--- config.mk ---
export PLATFORM = sky130hd
export DESIGN_NAME = conv_result_fifo_reg
export DESIGN_NICKNAME = d
export VERILOG_FILES = /design/src/rtl/cfr_pkg.sv /design/src/rtl/cfr_store.sv /design/src/rtl/cfr_ctrl.sv /design/src/rtl/cfr_decode.sv /design/src/rtl/conv_result_fifo_reg.sv
export SDC_FILE = /design/constraint.sdc
export NUM_CORES = 1
export LEC_CHECK = 0
export BUFFER_PORTS_ARGS = -buffer_cell sky130_fd_sc_hd__clkbuf_2
export CORE_ASPECT_RATIO = 0.9
export CORE_MARGIN = 1
export CORE_UTILIZATION = 55
export DETAILED_ROUTE_END_ITERATION = 6
export PLACE_DENSITY = 0.84
export SETUP_SLACK_MARGIN = 0.1
export SLEW_MARGIN = 10
export SYNTH_ARGS = -nofsm -noshare
export SYNTH_HDL_FRONTEND = slang
export SYNTH_HIERARCHICAL = 1
export SYNTH_SLANG_ARGS = --single-unit
--- constraint.sdc ---
create_clock -name clk -period 3.71 [get_ports clk]
set_input_delay 0.371 -clock clk [delete_from_list [all_inputs] [get_ports clk]]
set_output_delay 0.371 -clock clk [all_outputs]
set_load 0.05 [all_outputs]
--- src/rtl/cfr_pkg.sv ---
package cfr_pkg;
  localparam int BUS_W       = 32;
  localparam int LANES       = BUS_W / 8;
  localparam int BIT_INVALID = 0;
  localparam int BIT_OVERRUN = 1;
  localparam int RESULT_LSB  = 16;

  // A read takes in the upper half-word when it enables lane 2 or lane 3.
  function automatic logic lanes_reach_upper(input logic [LANES-1:0] lanes);
    return lanes[2] | lanes[3];
  endfunction

  function automatic logic [BUS_W-1:0] lane_mask(input logic [LANES-1:0] lanes);
    logic [BUS_W-1:0] m;
    for (int i = 0; i < LANES; i++) m[i*8 +: 8] = {8{lanes[i]}};
    return m;
  endfunction
endpackage

--- src/rtl/cfr_store.sv ---
module cfr_store #(
  parameter int DEPTH  = 8,
  parameter int DATA_W = 12,
  localparam int PTR_W = $clog2(DEPTH)
) (
  input  logic              clk,
  input  logic              we,
  input  logic [PTR_W-1:0]  wptr,
  input  logic [DATA_W-1:0] wdata,
  input  logic [PTR_W-1:0]  rptr,
  output logic [DATA_W-1:0] rdata
);
  logic [DATA_W-1:0] mem [DEPTH];

  always_ff @(posedge clk) begin
    if (we) mem[wptr] <= wdata;
  end

  assign rdata = mem[rptr];
endmodule

--- src/rtl/cfr_ctrl.sv ---
module cfr_ctrl #(
  parameter int DEPTH  = 8,
  localparam int PTR_W = $clog2(DEPTH),
  localparam int CNT_W = $clog2(DEPTH + 1)
) (
  input  logic             clk,
  input  logic             rst,
  input  logic             push_req,
  input  logic             pop_req,
  output logic             push_ok,
  output logic             pop_ok,
  output logic             drop,
  output logic [PTR_W-1:0] wptr,
  output logic [PTR_W-1:0] rptr,
  output logic [CNT_W-1:0] count,
  output logic             empty,
  output logic             full
);
  logic [PTR_W-1:0] wptr_q, rptr_q;
  logic [CNT_W-1:0] count_q;

  assign empty   = (count_q == '0);
  assign full    = (count_q == CNT_W'(DEPTH));
  assign pop_ok  = pop_req && !empty;
  assign push_ok = push_req && (!full || pop_ok);
  assign drop    = push_req && !push_ok;

  always_ff @(posedge clk) begin
    if (rst) begin
      wptr_q  <= '0;
      rptr_q  <= '0;
      count_q <= '0;
    end else begin
      if (push_ok) wptr_q <= (wptr_q == PTR_W'(DEPTH - 1)) ? '0 : wptr_q + 1'b1;
      if (pop_ok)  rptr_q <= (rptr_q == PTR_W'(DEPTH - 1)) ? '0 : rptr_q + 1'b1;
      count_q <= count_q + CNT_W'(push_ok) - CNT_W'(pop_ok);
    end
  end

  assign wptr  = wptr_q;
  assign rptr  = rptr_q;
  assign count = count_q;

  assert_no_overflow_R6: assert property (@(posedge clk) disable iff (rst)
    count_q <= CNT_W'(DEPTH));

  assert_empty_pop_no_effect_R5: assert property (@(posedge clk) disable iff (rst)
    (pop_req && empty && !push_req) |=> (count_q == '0) && $stable(rptr_q));

  assert_push_pop_count_R8: assert property (@(posedge clk) disable iff (rst)
    (push_req && pop_req && !empty) |=> count_q == $past(count_q));
endmodule

--- src/rtl/cfr_decode.sv ---
module cfr_decode
  import cfr_pkg::*;
#(
  parameter int ADDR_W   = 4,
  parameter int REG_ADDR = 0
) (
  input  logic              rd_en,
  input  logic              wr_en,
  input  logic [ADDR_W-1:0] addr,
  input  logic [LANES-1:0]  lanes,
  input  logic [BUS_W-1:0]  wr_data,
  output logic              read_hit,
  output logic              pop_req,
  output logic              ovr_clear
);
  logic addr_hit;

  assign addr_hit  = (addr == ADDR_W'(REG_ADDR));
  assign read_hit  = rd_en && addr_hit;
  assign pop_req   = read_hit && lanes_reach_upper(lanes);
  assign ovr_clear = wr_en && addr_hit && lanes[0] && wr_data[BIT_OVERRUN];
endmodule

--- src/rtl/conv_result_fifo_reg.sv ---
module conv_result_fifo_reg
  import cfr_pkg::*;
#(
  parameter int DEPTH    = 8,
  parameter int DATA_W   = 12,
  parameter int ADDR_W   = 4,
  parameter int REG_ADDR = 0
) (
  input  logic              clk,
  input  logic              rst,
  input  logic              push_valid,
  input  logic [DATA_W-1:0] push_data,
  input  logic              bus_rd_en,
  input  logic              bus_wr_en,
  input  logic [ADDR_W-1:0] bus_addr,
  input  logic [3:0]        bus_lanes,
  input  logic [31:0]       bus_wr_data,
  output logic [31:0]       rd_data
);
  localparam int PTR_W = $clog2(DEPTH);
  localparam int CNT_W = $clog2(DEPTH + 1);

  logic              read_hit, pop_req, ovr_clear;
  logic              push_ok, pop_ok, drop, empty, full;
  logic [PTR_W-1:0]  wptr, rptr;
  logic [CNT_W-1:0]  count;
  logic [DATA_W-1:0] head;
  logic              overrun_q;
  logic [BUS_W-1:0]  rd_q, word;

  cfr_decode #(.ADDR_W(ADDR_W), .REG_ADDR(REG_ADDR)) u_decode (
    .rd_en(bus_rd_en), .wr_en(bus_wr_en), .addr(bus_addr), .lanes(bus_lanes),
    .wr_data(bus_wr_data), .read_hit(read_hit), .pop_req(pop_req), .ovr_clear(ovr_clear)
  );

  cfr_ctrl #(.DEPTH(DEPTH)) u_ctrl (
    .clk(clk), .rst(rst), .push_req(push_valid), .pop_req(pop_req),
    .push_ok(push_ok), .pop_ok(pop_ok), .drop(drop), .wptr(wptr), .rptr(rptr),
    .count(count), .empty(empty), .full(full)
  );

  cfr_store #(.DEPTH(DEPTH), .DATA_W(DATA_W)) u_store (
    .clk(clk), .we(push_ok), .wptr(wptr), .wdata(push_data), .rptr(rptr), .rdata(head)
  );

  always_comb begin
    word = '0;
    word[BIT_INVALID] = empty;
    word[BIT_OVERRUN] = overrun_q;
    if (!empty) word[RESULT_LSB +: DATA_W] = head;
  end

  always_ff @(posedge clk) begin
    if (rst) begin
      overrun_q <= 1'b0;
      rd_q      <= '0;
    end else begin
      if (drop)           overrun_q <= 1'b1;
      else if (ovr_clear) overrun_q <= 1'b0;
      rd_q <= read_hit ? (word & lane_mask(bus_lanes)) : '0;
    end
  end

  assign rd_data = rd_q;

  assert_status_read_keeps_fifo_R4: assert property (@(posedge clk) disable iff (rst)
    (read_hit && !bus_lanes[2] && !bus_lanes[3] && !push_valid) |=> count == $past(count));

  assert_invalid_flag_R2: assert property (@(posedge clk) disable iff (rst)
    (read_hit && bus_lanes[0]) |=> rd_data[BIT_INVALID] == $past(count == '0));

  assert_overrun_sticky_R6: assert property (@(posedge clk) disable iff (rst)
    (push_valid && full && !pop_ok) |=> overrun_q);

  assert_miss_no_pop_R9: assert property (@(posedge clk) disable iff (rst)
    (bus_rd_en && !read_hit && !push_valid) |=> (count == $past(count)) && (rd_data == '0));
endmodule

Word level (Yosys, flattened, before mapping)
Memory sizes are Yosys's and may differ from the RTL's. A register that Yosys moved wholly into a read port is not among the register bits.
Cells that the tools add are included.
Widths: inputs -> output; s select.
{ "op_classes": {"addsub": 4, "eq_ne": 3, "n_mux": 9, "n_bitwise": 3, "reduce_logical": 16} }
{ "op_table": {"columns": ["op", "n"], "rows": [
  ["$and 28x32->32", 1],
  ["$mux 12", 1],
  ["$mux 3", 4],
  ["$logic_and 1x1->1", 8],
  ["$logic_not 4->1", 2],
  ["$add 3x1->3 const B", 2],
  ["$eq 3x3->1 const B", 2],
  ["$add 4x1->4", 1],
  ["$eq 4x4->1 const B", 1],
  ["$mux 1", 4],
  ["$sub 4x1->4", 1],
  ["$logic_not 1->1", 3],
  ["$reduce_bool 2->1", 1],
  ["$reduce_or 2->1", 1],
  ["$logic_or 1x1->1", 1],
  ["$not 1->1", 1],
  ["$or 1x1->1", 1]
]} }
{ "word_totals": {"register_bits": 43, "mem_bits_rw": 96, "in_bits": 57, "output_inout_bits": 32, "wordCells": 41, "mem_count": 1} }
{ "mem_list": {"columns": ["memory", "depth", "width", "read_ports", "rd_clocked_by_memory_dff", "wr", "line_no", "rtl"], "rows": [
  ["u_store.mem", 8, 12, 1, 1, 1, "cfr_store.sv:13", "logic [DATA_W-1:0] mem [DEPTH];"]
]} }

Depth between registers and ports, before layout
Gate-level depths: netlist of the first run.
{ "depth": {"ltp_word": 9, "ltp_mapped": 12, "mapped_depth_nobuf": 12} }

Modules after synthesis
The synthesis of the first run kept the hierarchy.
{ "by_module_without_submodules": {"columns": ["mod", "instances", "cells_each", "area_each_um2", "seq_area_each_um2"], "rows": [
  ["cfr_store", 1, 152, 3747.3, 2882.8],
  ["cfr_ctrl", 1, 75, 679.4, 200.2],
  ["conv_result_fifo_reg", 1, 54, 585.6, 300.3],
  ["cfr_decode", 1, 4, 38.8, 0.0]
]} }

Least setup slack after synthesis of the first run
Ideal clock, no wire load.
{ "synth_timing": {"path_kind": "input-to-reg", "start": "in bus_addr[1]", "end": "mem u_store.mem[0][0] (enable)", "setup_time_ns": 0.396, "arrival_ns": 2.327, "required_time_ns": 3.314, "setup_slack_ns": 0.986, "path_stages": 6, "n_path_buf": 0, "cell_sequence": "nor4_2 o211a_1 nand2b_2 a21boi_0 nand2b_1 nor3_1"} }
{ "synth_via": {"elab_chain_cells": 8} }
{ "synth_rtl": {"columns": ["item", "line_no", "rtl"], "rows": [
  ["from (decl)", "conv_result_fifo_reg.sv:15", "input logic [ADDR_W-1:0] bus_addr,"],
  ["$logic_not 4->1", "cfr_decode.sv:18", "assign addr_hit = (addr == ADDR_W'(REG_ADDR));"],
  ["$logic_and 1x1->1", "cfr_decode.sv:19", "assign read_hit = rd_en && addr_hit;"],
  ["$logic_and 1x1->1", "cfr_decode.sv:20", "assign pop_req = read_hit && lanes_reach_upper(lanes);"],
  ["named net pop_req", "conv_result_fifo_reg.sv:23", "logic read_hit, pop_req, ovr_clear;"],
  ["$logic_and 1x1->1", "cfr_ctrl.sv:24", "assign pop_ok = pop_req && !empty;"],
  ["$logic_or 1x1->1", "cfr_ctrl.sv:25", "assign push_ok = push_req && (!full || pop_ok);"],
  ["$logic_and 1x1->1", "cfr_ctrl.sv:25", null],
  ["named net push_ok", "conv_result_fifo_reg.sv:24", "logic push_ok, pop_ok, drop, empty, full;"],
  ["$mux 1", "cfr_store.sv:16", "if (we) mem[wptr] <= wdata;"],
  ["$mux 1 (not written as such)", "cfr_store.sv:16", null],
  ["to (decl)", "cfr_store.sv:13", null]
]} }
The timed path passes the listed nets, and every way through them passes these cells.

Final worst setup path of the first run
{ "layout_timing": {"start": "reg u_ctrl.count_q[2] (netlist: u_ctrl/count[2])", "end": "mem u_store.mem[5][1] (enable)"} }
{ "layout_via": {"elab_chain_cells": 7, "word_cells_on_any_way": 9, "cone_classes": "1 x eq/ne; 2 x mux; 6 x reduce/logical"} }
{ "layout_rtl": {"columns": ["item", "line_no", "rtl"], "rows": [
  ["from (decl)", "cfr_ctrl.sv:20", "logic [CNT_W-1:0] count_q;"],
  ["from (signal assigned)", "cfr_ctrl.sv:36", "count_q <= count_q + CNT_W'(push_ok) - CNT_W'(pop_ok);"],
  ["$logic_not 4->1", "cfr_ctrl.sv:22", "assign empty = (count_q == '0);"],
  ["$logic_not 1->1", "cfr_ctrl.sv:24", null],
  ["$logic_and 1x1->1", "cfr_ctrl.sv:24", null],
  ["$logic_or 1x1->1 *", "cfr_ctrl.sv:25", null],
  ["$logic_and 1x1->1 *", "cfr_ctrl.sv:25", null],
  ["named net push_ok", "conv_result_fifo_reg.sv:24", null],
  ["$mux 1 *", "cfr_store.sv:16", null],
  ["$mux 1 (not written as such) *", "cfr_store.sv:16", null]
]} }
Mark *: on every way through the listed nets, which the timed path passes. The rest lies on a longest branch.

==> results of run 1 <==
path summary, 6_finish.rpt:
| path | start | end | cells after the start |
|---|---|---|---|
| hold / removal | bus_lanes[0] | rd_data[1]$_SDFF_PP0_ | 2 |
| setup / recovery | u_ctrl/count[2]$_SDFF_PP0_ | u_store/mem[5][1]$_DFFE_PP_ | 7 |
| hold reg to reg | overrun_q$_SDFFE_PP0P_ | overrun_q$_SDFFE_PP0P_ | 2 |
| setup reg to reg | u_ctrl/count[2]$_SDFF_PP0_ | u_store/mem[5][1]$_DFFE_PP_ | 7 |
power groups by stage:
stage | combinational, mW | sequential, mW | clock [mW]
after floorplan | 0.282 | 1.60 | 0
after global placement | 0.351 | 1.61 | 0
after detailed placement | 0.367 | 1.61 | 0
after CTS | 0.373 | 1.59 | 1.58
after global routing | 0.417 | 1.59 | 1.63
final | 0.373 | 1.59 | 1.56
placed cells by master, fill, tap and decap left out, drive strengths merged:
cell type,count
a21boi,1
a21oi,6
a31o,1
and2,14
and2b,1
and3,2
and4,1
and4b,1
and4bb,2
buf,10
bufinv,2
clkbuf,56
clkinv,5
clkinvlp,6
conb,18
dfxtp,25
edfxtp,96
fa,1
ha,10
inv,11
mux2,12
mux4,24
nand2,5
nand2b,6
nand3,3
nand4b,2
nor2,11
nor2b,3
nor3,2
nor3b,2
nor4,1
nor4b,1
o211a,1
o21ai,3
o311ai,2
o31a,2
or3b,3
or4,2
xor2,1
layout make-up:
type / count / area, µm²
flip-flops and latches: 121 / 3383
clock buffers: 18 / 417.9
fillers: 569 / 2816
multi-input cells: 144 / 1509
well taps: 119 / 148.9
repair buffers: 48 / 265.3
inverters: 10 / 37.54
clock inverters: 14 / 150.1
routing by layer:
metal  GRT usage  share of wire  wire, µm
met1      0.2815           0.43      3988
met2      0.3461           0.51      4689
met3     0.06566          0.038       352
met4     0.09742          0.018       167
met5           0              0         0
state kept, by name (all words and copies together), names as in the netlist:
register,flops
u_store/mem,96
u_ctrl/rptr,3
u_ctrl/count,4
rd_data,14
u_ctrl/wptr,3
overrun_q,1
per-stage QoR:
stage               setup WS (ns)  power (mW)  instances
finish                      1.036       3.517        474
global route               0.9453       3.643        474
CTS                         1.066       3.540        474
detailed placement         0.6660       1.980        442
global placement           0.7573       1.957        442
floorplan                  0.9865       1.886        302
cells by family after synthesis:
family                     count (synthesis)
buffers and inverters                     37
other                                      1
xor gates and xnor gates                   1
adders and majority gates                 11
muxes                                     36
and+or+nand+nor                           62
DFF                                      121
AOI/OAI and AO/OA                         16
==> metrics, run 1 <==
status finished, final reports clean; Sw Share 0.2449; endpoints failing setup 0; grt ovf 0; DP Area 5344 µm²; Worst Path Buf+Inv 2; final setup skew 0.005872 ns; TritonCTS clock tree built; Leakage 2.154 nW; cell taking the most area after synthesis edfxtp_1; reg-to-reg slack, setup 1.04 ns; Synth top area share 0.5707; adder and majority gate portion of the synthesized area 0.02873; Antenna diodes 0; CP required 3.93 ns; htree depth 4; CTS resizes 0; Tcrit/Tclk final 0.7207; Final HPWL DP 5523 µm; Port Buffers 38; die height 92.92 µm; xor and xnor area share after synthesis 0.001734; Cell variety after synth 43; Gate power share 0.106; Setup TNS 0 ns; CTS max path bufs 2; gr usage total 0.2196; Yosys reg bits 121; Final GP Congestion 0.7601; max cap viols 0; Pwr Density 594.9 nW/µm²; vias in the first global route 2,619; cts bufs inserted 17; WP data arrival 2.90 ns; endpoint class of the critical path flip-flop; RSZ-0062 raised after global routing no; Max Transition Viols Final 0; main combinational cell family by area after synthesis multiplexers; Critical Path, Cell by Cell inv_1 -> ha_1 -> nand2b_2 -> a21boi_0 -> nand2_1 -> nor2_1 -> buf_4; first-pass GRT wire length 14,460 µm; ys async rst share 0; post-DR vias/cell 5.667; CP max stage delay 0.64 ns; WHS 0.1122 ns; Layout Nets 410; core box area 8728 µm²; Top Ports 89; count leader, synth edfxtp_1; Post-CTS Hold Buffers 0; main area contributors after synthesis edfxtp_1, mux4_1, dfxtp_1; clock share of power 0.443; largest net degree at the start of global routing 27; initial antenna violation count 0; synthesized instance count 285; share of layout cells above drive strength 1 0.3324; synth warn 6; critical path class reg -> reg; Synth Area in Compound Gates 0.02155; crit-path leading delay family simple AND/OR/NAND/NOR gates; Least-Margin Pin Slew 1.156 ns; drc violations 0; Post-Syn Area 5051 µm²; Hold Violations, Final 0; Initial Utilization 0.5787; number of flops mapped to enable cells by yosys 96; Clock transition at path regs 0.06 ns; Net Sw Power 0.8613 mW; top cells by instance count after synthesis edfxtp_1, dfxtp_1, mux4_1, buf_4, mux2_2; First DRT Iteration DRCs 166; sequential-to-total area share from yosys stat 0.6698; syn_area_per_cell 17.72 µm²; main flop type after synthesis edfxtp_1; setup bufs post-CTS 0; Clock Tree Root clkbuf_8; Total Routed Length 9197 µm; Post-Synth Simple-Gate Area 0.08199; clock latency on the worst-skew pair 0.52 ns; clock period minus worst slack 2.674 ns; critical path peak fanout 7; Antenna Nets Post-Route 0; Worst IR Drop VDD 343.8 µV; final instance area 5912 µm²; Avg WL per Cell 19.40 µm; Clock Sink Count 121; Seq pwr share 0.451; max_slew headroom 0.2283; row count 32; die width 103.0 µm; fmax 374.0 MHz; Pre-Repair DR Iteration Count 4; Synth-to-Final Area Change 17.04%; via count 2,686; critical path's slowest cell nor2_1; mux contribution to synthesized area 0.1494; crit start category flip-flop; HP Class in -> reg; Finished Core Util 0.6773; internal power 2.656 mW; Die ar. 9572 µm²
No activity file was read; power rests on OpenSTA's default activity.
==> run 2, diff against run 1 <==
ABC_AREA = 1   (was default)
CORE_UTILIZATION = 51   (was 55)
PLACE_DENSITY = 0.81   (was 0.84)
clock period = 2.24 ns   (was 3.71 ns; I/O delays follow)
==> run 2 against run 1 <==
Compared with the run above:
- the flow now finishes with violations (design-rule violations)
- clock power is 71% higher
- largest cell class unchanged
- critical path type unchanged
- utilization down 6.1 points
- global-route usage about the same
==> metrics, run 2 <==
status complete, but fails checks; failing checks design-rule violations; initial antenna violation count 0 (unchanged); placed cells 749 (+69%); largest net degree at the start of global routing 52 (+93%); Least-Margin Pin Slew 0.5468 ns (-0.6092 ns); final worst setup slack 0.2011 ns (-0.8352 ns); critical path class reg -> reg; Total Routed Length 11,600 µm (+26%); die width 111.7 µm (+8.4%); Worst Path Buf+Inv 4 (+2); final-layout fill cell count 775 (+36%); sequential-to-total area share from yosys stat 0.6125 (-0.05735); cts bufs inserted 17 (unchanged); Initial Utilization 0.5322 (-0.04645); Setup TNS 0 ns (unchanged); Min-Delay Endpoint rd_data[1]$_SDFF_PP0_; First DRT Iteration DRCs 343 (+110%); core box area 10,380 µm² (+19%); Clock Tree Root clkbuf_16; fmax 490.5 MHz (+31%); share of layout cells above drive strength 1 0.1746 (-0.1578); post-DR vias/cell 5.037 (-11%); met2 WL post-DR 5664 µm (+21%); synthesized instance count 589 (+110%); Max Transition Viols Final 0 (unchanged); htree depth 4 (unchanged); Avg WL per Cell 14.84 µm (-24%); Reg-to-Reg End u_ctrl/count[1]$_SDFF_PP0_; main area contributors after synthesis edfxtp_1, nand2_1, dfxtp_1; Final GP Congestion 0.7444 (-2.1%); clock latency on the worst-skew pair 0.41 ns (-0.11 ns); HP Class in -> reg; Worst IR Drop VDD 584.8 µV (+70%); post-place setup slack 0.1324 ns (-0.5336 ns); hold path start bus_lanes[0]; max reg flops 96 (unchanged); count leader, synth nand2_1; Synth top area share 0.5219 (-0.04886); reg-to-reg slack, setup 0.20 ns (-0.84 ns); Finished Layout Cells 782 (+65%); number of flops mapped to enable cells by yosys 96 (unchanged); syn_area_per_cell 9.379 µm² (-47%); Seq pwr share 0.429 (-0.022); Die ar. 11,250 µm² (+18%); Yosys reg bits 121 (unchanged); Leakage 2.902 nW (+35%); WP data arrival 2.34 ns (-0.56 ns); final setup skew 0.008271 ns (+0.002399 ns); Synth-to-Final Area Change 15.74%; grt ovf 0 (unchanged); top cells by instance count after synthesis nand2_1, edfxtp_1, inv_1, nand3_1, nor2_1; endpoint class of the critical path flip-flop; CTS max path bufs 2 (unchanged); Critical Path, Cell by Cell inv_2 -> ha_2 -> nand2_2 -> nand2_4 -> inv_4 -> ha_1 -> inv_1 -> ha_2 -> inv_1 -> fa_2 -> nor2_1; met3 WL 1033 µm (+190%); max cap viols 0 (unchanged); die height 100.7 µm (+8.4%); Pre-Repair DR Iteration Count 7 (+3); Top Ports 89 (unchanged); gr usage total 0.2193 (-0.0002676); Clock Sink Count 121 (unchanged); hold depth 3 (+1); Net Sw Power 1.621 mW (+88%); first-pass GRT wire length 17,880 µm (+24%); Top reg by flops u_store/mem; reg2reg start u_ctrl/count[2]$_SDFF_PP0_; CP required 2.54 ns (-1.39 ns); Sw Share 0.2605 (+0.01566); cell taking the most area after synthesis edfxtp_1; highest metal used met4; Metal-1 WL 4497 µm (+13%); Post-Syn Area 5524 µm² (+9.4%); Finished Core Util 0.6160 (-0.06129); CP max stage delay 0.52 ns (-0.12 ns); Antenna diodes 0 (unchanged); crit-path leading delay family adder cells; vias in the first global route 3,793 (+45%); max_slew headroom 0.6351 (+0.4068); Port Buffers 38 (unchanged); critical path's slowest cell fa_2; critical path peak fanout 5 (-2); via count 3,939 (+47%); Antenna Nets Post-Route 0 (unchanged); Gate power share 0.142 (+0.036); overall power 6.221 mW (+77%); row count 35 (+9.4%); number of cells on the worst reg-to-reg path 11 (+4); most frequent cells in the layout nand2_1, edfxtp_1, inv_1, nand3_1, nor2_1; Tcrit/Tclk final 0.9102 (+0.1895); clock share of power 0.429 (-0.014); crit start category flip-flop; Pwr Density 973.0 nW/µm² (+64%); Clock transition at path regs 0.05 ns (about the same); Layout Nets 708 (+73%); commonest non-fill, non-tap cell in the layout nand2_1; Cell variety after synth 24 (-44%); endpoints failing setup 0 (unchanged); RSZ-0062 raised after global routing no; Final HPWL DP 7010 µm (+27%); clock period minus worst slack 2.039 ns (-0.6348 ns); ys async rst share 0 (unchanged); drc violations 8 (+8); Hold Violations, Final 0 (unchanged); synth warn 6 (unchanged); internal power 4.600 mW (+73%); TritonCTS clock tree built; main flop type after synthesis edfxtp_1
## run 2: cell types whose count changed in the layout (fill, tap and decap cells not counted), sizes merged, moves of 3 or more
| cell | delta |
|---|---|
| and2 | -14 |
| nand2 | +171 |
| nor2 | +33 |
| nor2b | -3 |
| mux4 | -24 |
| mux2 | -12 |
| nand2b | -6 |
| clkinv | +19 |
| buf | +5 |
| or3b | -3 |
| inv | +92 |
| nand3 | +60 |
## run 2: power by group through the flow
stage          clock [mW]  combinational (mW)  sequential (mW)
3_5_place_dp            0               0.852             2.71
2_1_floorplan           0               0.660             2.70
3_3_place_gp            0               0.803             2.70
6_report             2.67               0.882             2.67
5_1_grt              2.80               0.970             2.68
4_1_cts              2.70               0.861             2.66
## run 2: layer usage
metal	up-vias	track usage
li1	1894	-
met4	0	0.1331
met1	1788	0.2478
met2	210	0.3688
met5	-	0
met3	47	0.06795
## run 2: worst max-delay path by stage
| stage | endpoint | start | depth (start not counted) | slack [ns] |
|---|---|---|---|---|
| final | u_ctrl/count[1]$_SDFF_PP0_ | u_ctrl/count[2]$_SDFF_PP0_ | 11 | 0.20 |
| after global routing | u_ctrl/count[2]$_SDFF_PP0_ | u_ctrl/count[2]$_SDFF_PP0_ | 12 | 0.09 |
| after CTS | u_ctrl/count[2]$_SDFF_PP0_ | u_ctrl/count[2]$_SDFF_PP0_ | 12 | 0.13 |
| after detailed placement | u_ctrl/count[2]$_SDFF_PP0_ | bus_addr[1] | 13 | 0.13 |
| after global placement | u_ctrl/count[2]$_SDFF_PP0_ | bus_addr[1] | 13 | 0.22 |
| after floorplan | u_store/mem[1][0]$_DFFE_PP_ | u_ctrl/count[2]$_SDFF_PP0_ | 8 | 0.30 |
## run 2: cell type report
class / instances / area (µm²) / share of cell area
clock buffers: 19 / 432.9 / 0.06771
clock inverters: 13 / 153.9 / 0.02407
inverters: 122 / 460.4 / 0.07202
multi-input cells: 325 / 1496 / 0.2341
flip-flops and latches: 121 / 3386 / 0.5296
well taps: 129 / 161.4 / 0.02524
repair buffers: 53 / 302.8 / 0.04736
## run 2: cell families after synthesis
logic type                 after synthesis  synth area share
DFF                                    121            0.6125
buffers and inverters                  160            0.1296
adders and majority gates               11           0.02627
xor gates and xnor gates                 1          0.001586
and+or+nand+nor                        286            0.2213
AOI/OAI and AO/OA                        9          0.008153
other                                    1         0.0006789
## run 2: worst min-delay path, stage by stage
cell,delay (ns)
clkbuf_2,0.10
nand2_1,0.06
nor2_1,0.04
## run 2: metrics by stage
| stage | cell area (µm²) | hold WS (ns) |
|---|---|---|
| floorplan | 5588 | 0.2907 |
| global placement | 5787 | 0.4248 |
| detailed placement | 5787 | 0.4299 |
| CTS | 6374 | 0.04229 |
| global route | 6394 | 0.04770 |
| finish | 6394 | 0.05716 |
## run 2: timing repair
action	CTS	global route
gates resized for setup	0	8
endpoints found under the setup margin	0	11
setup buffers	0	1
hold buffers	0	0
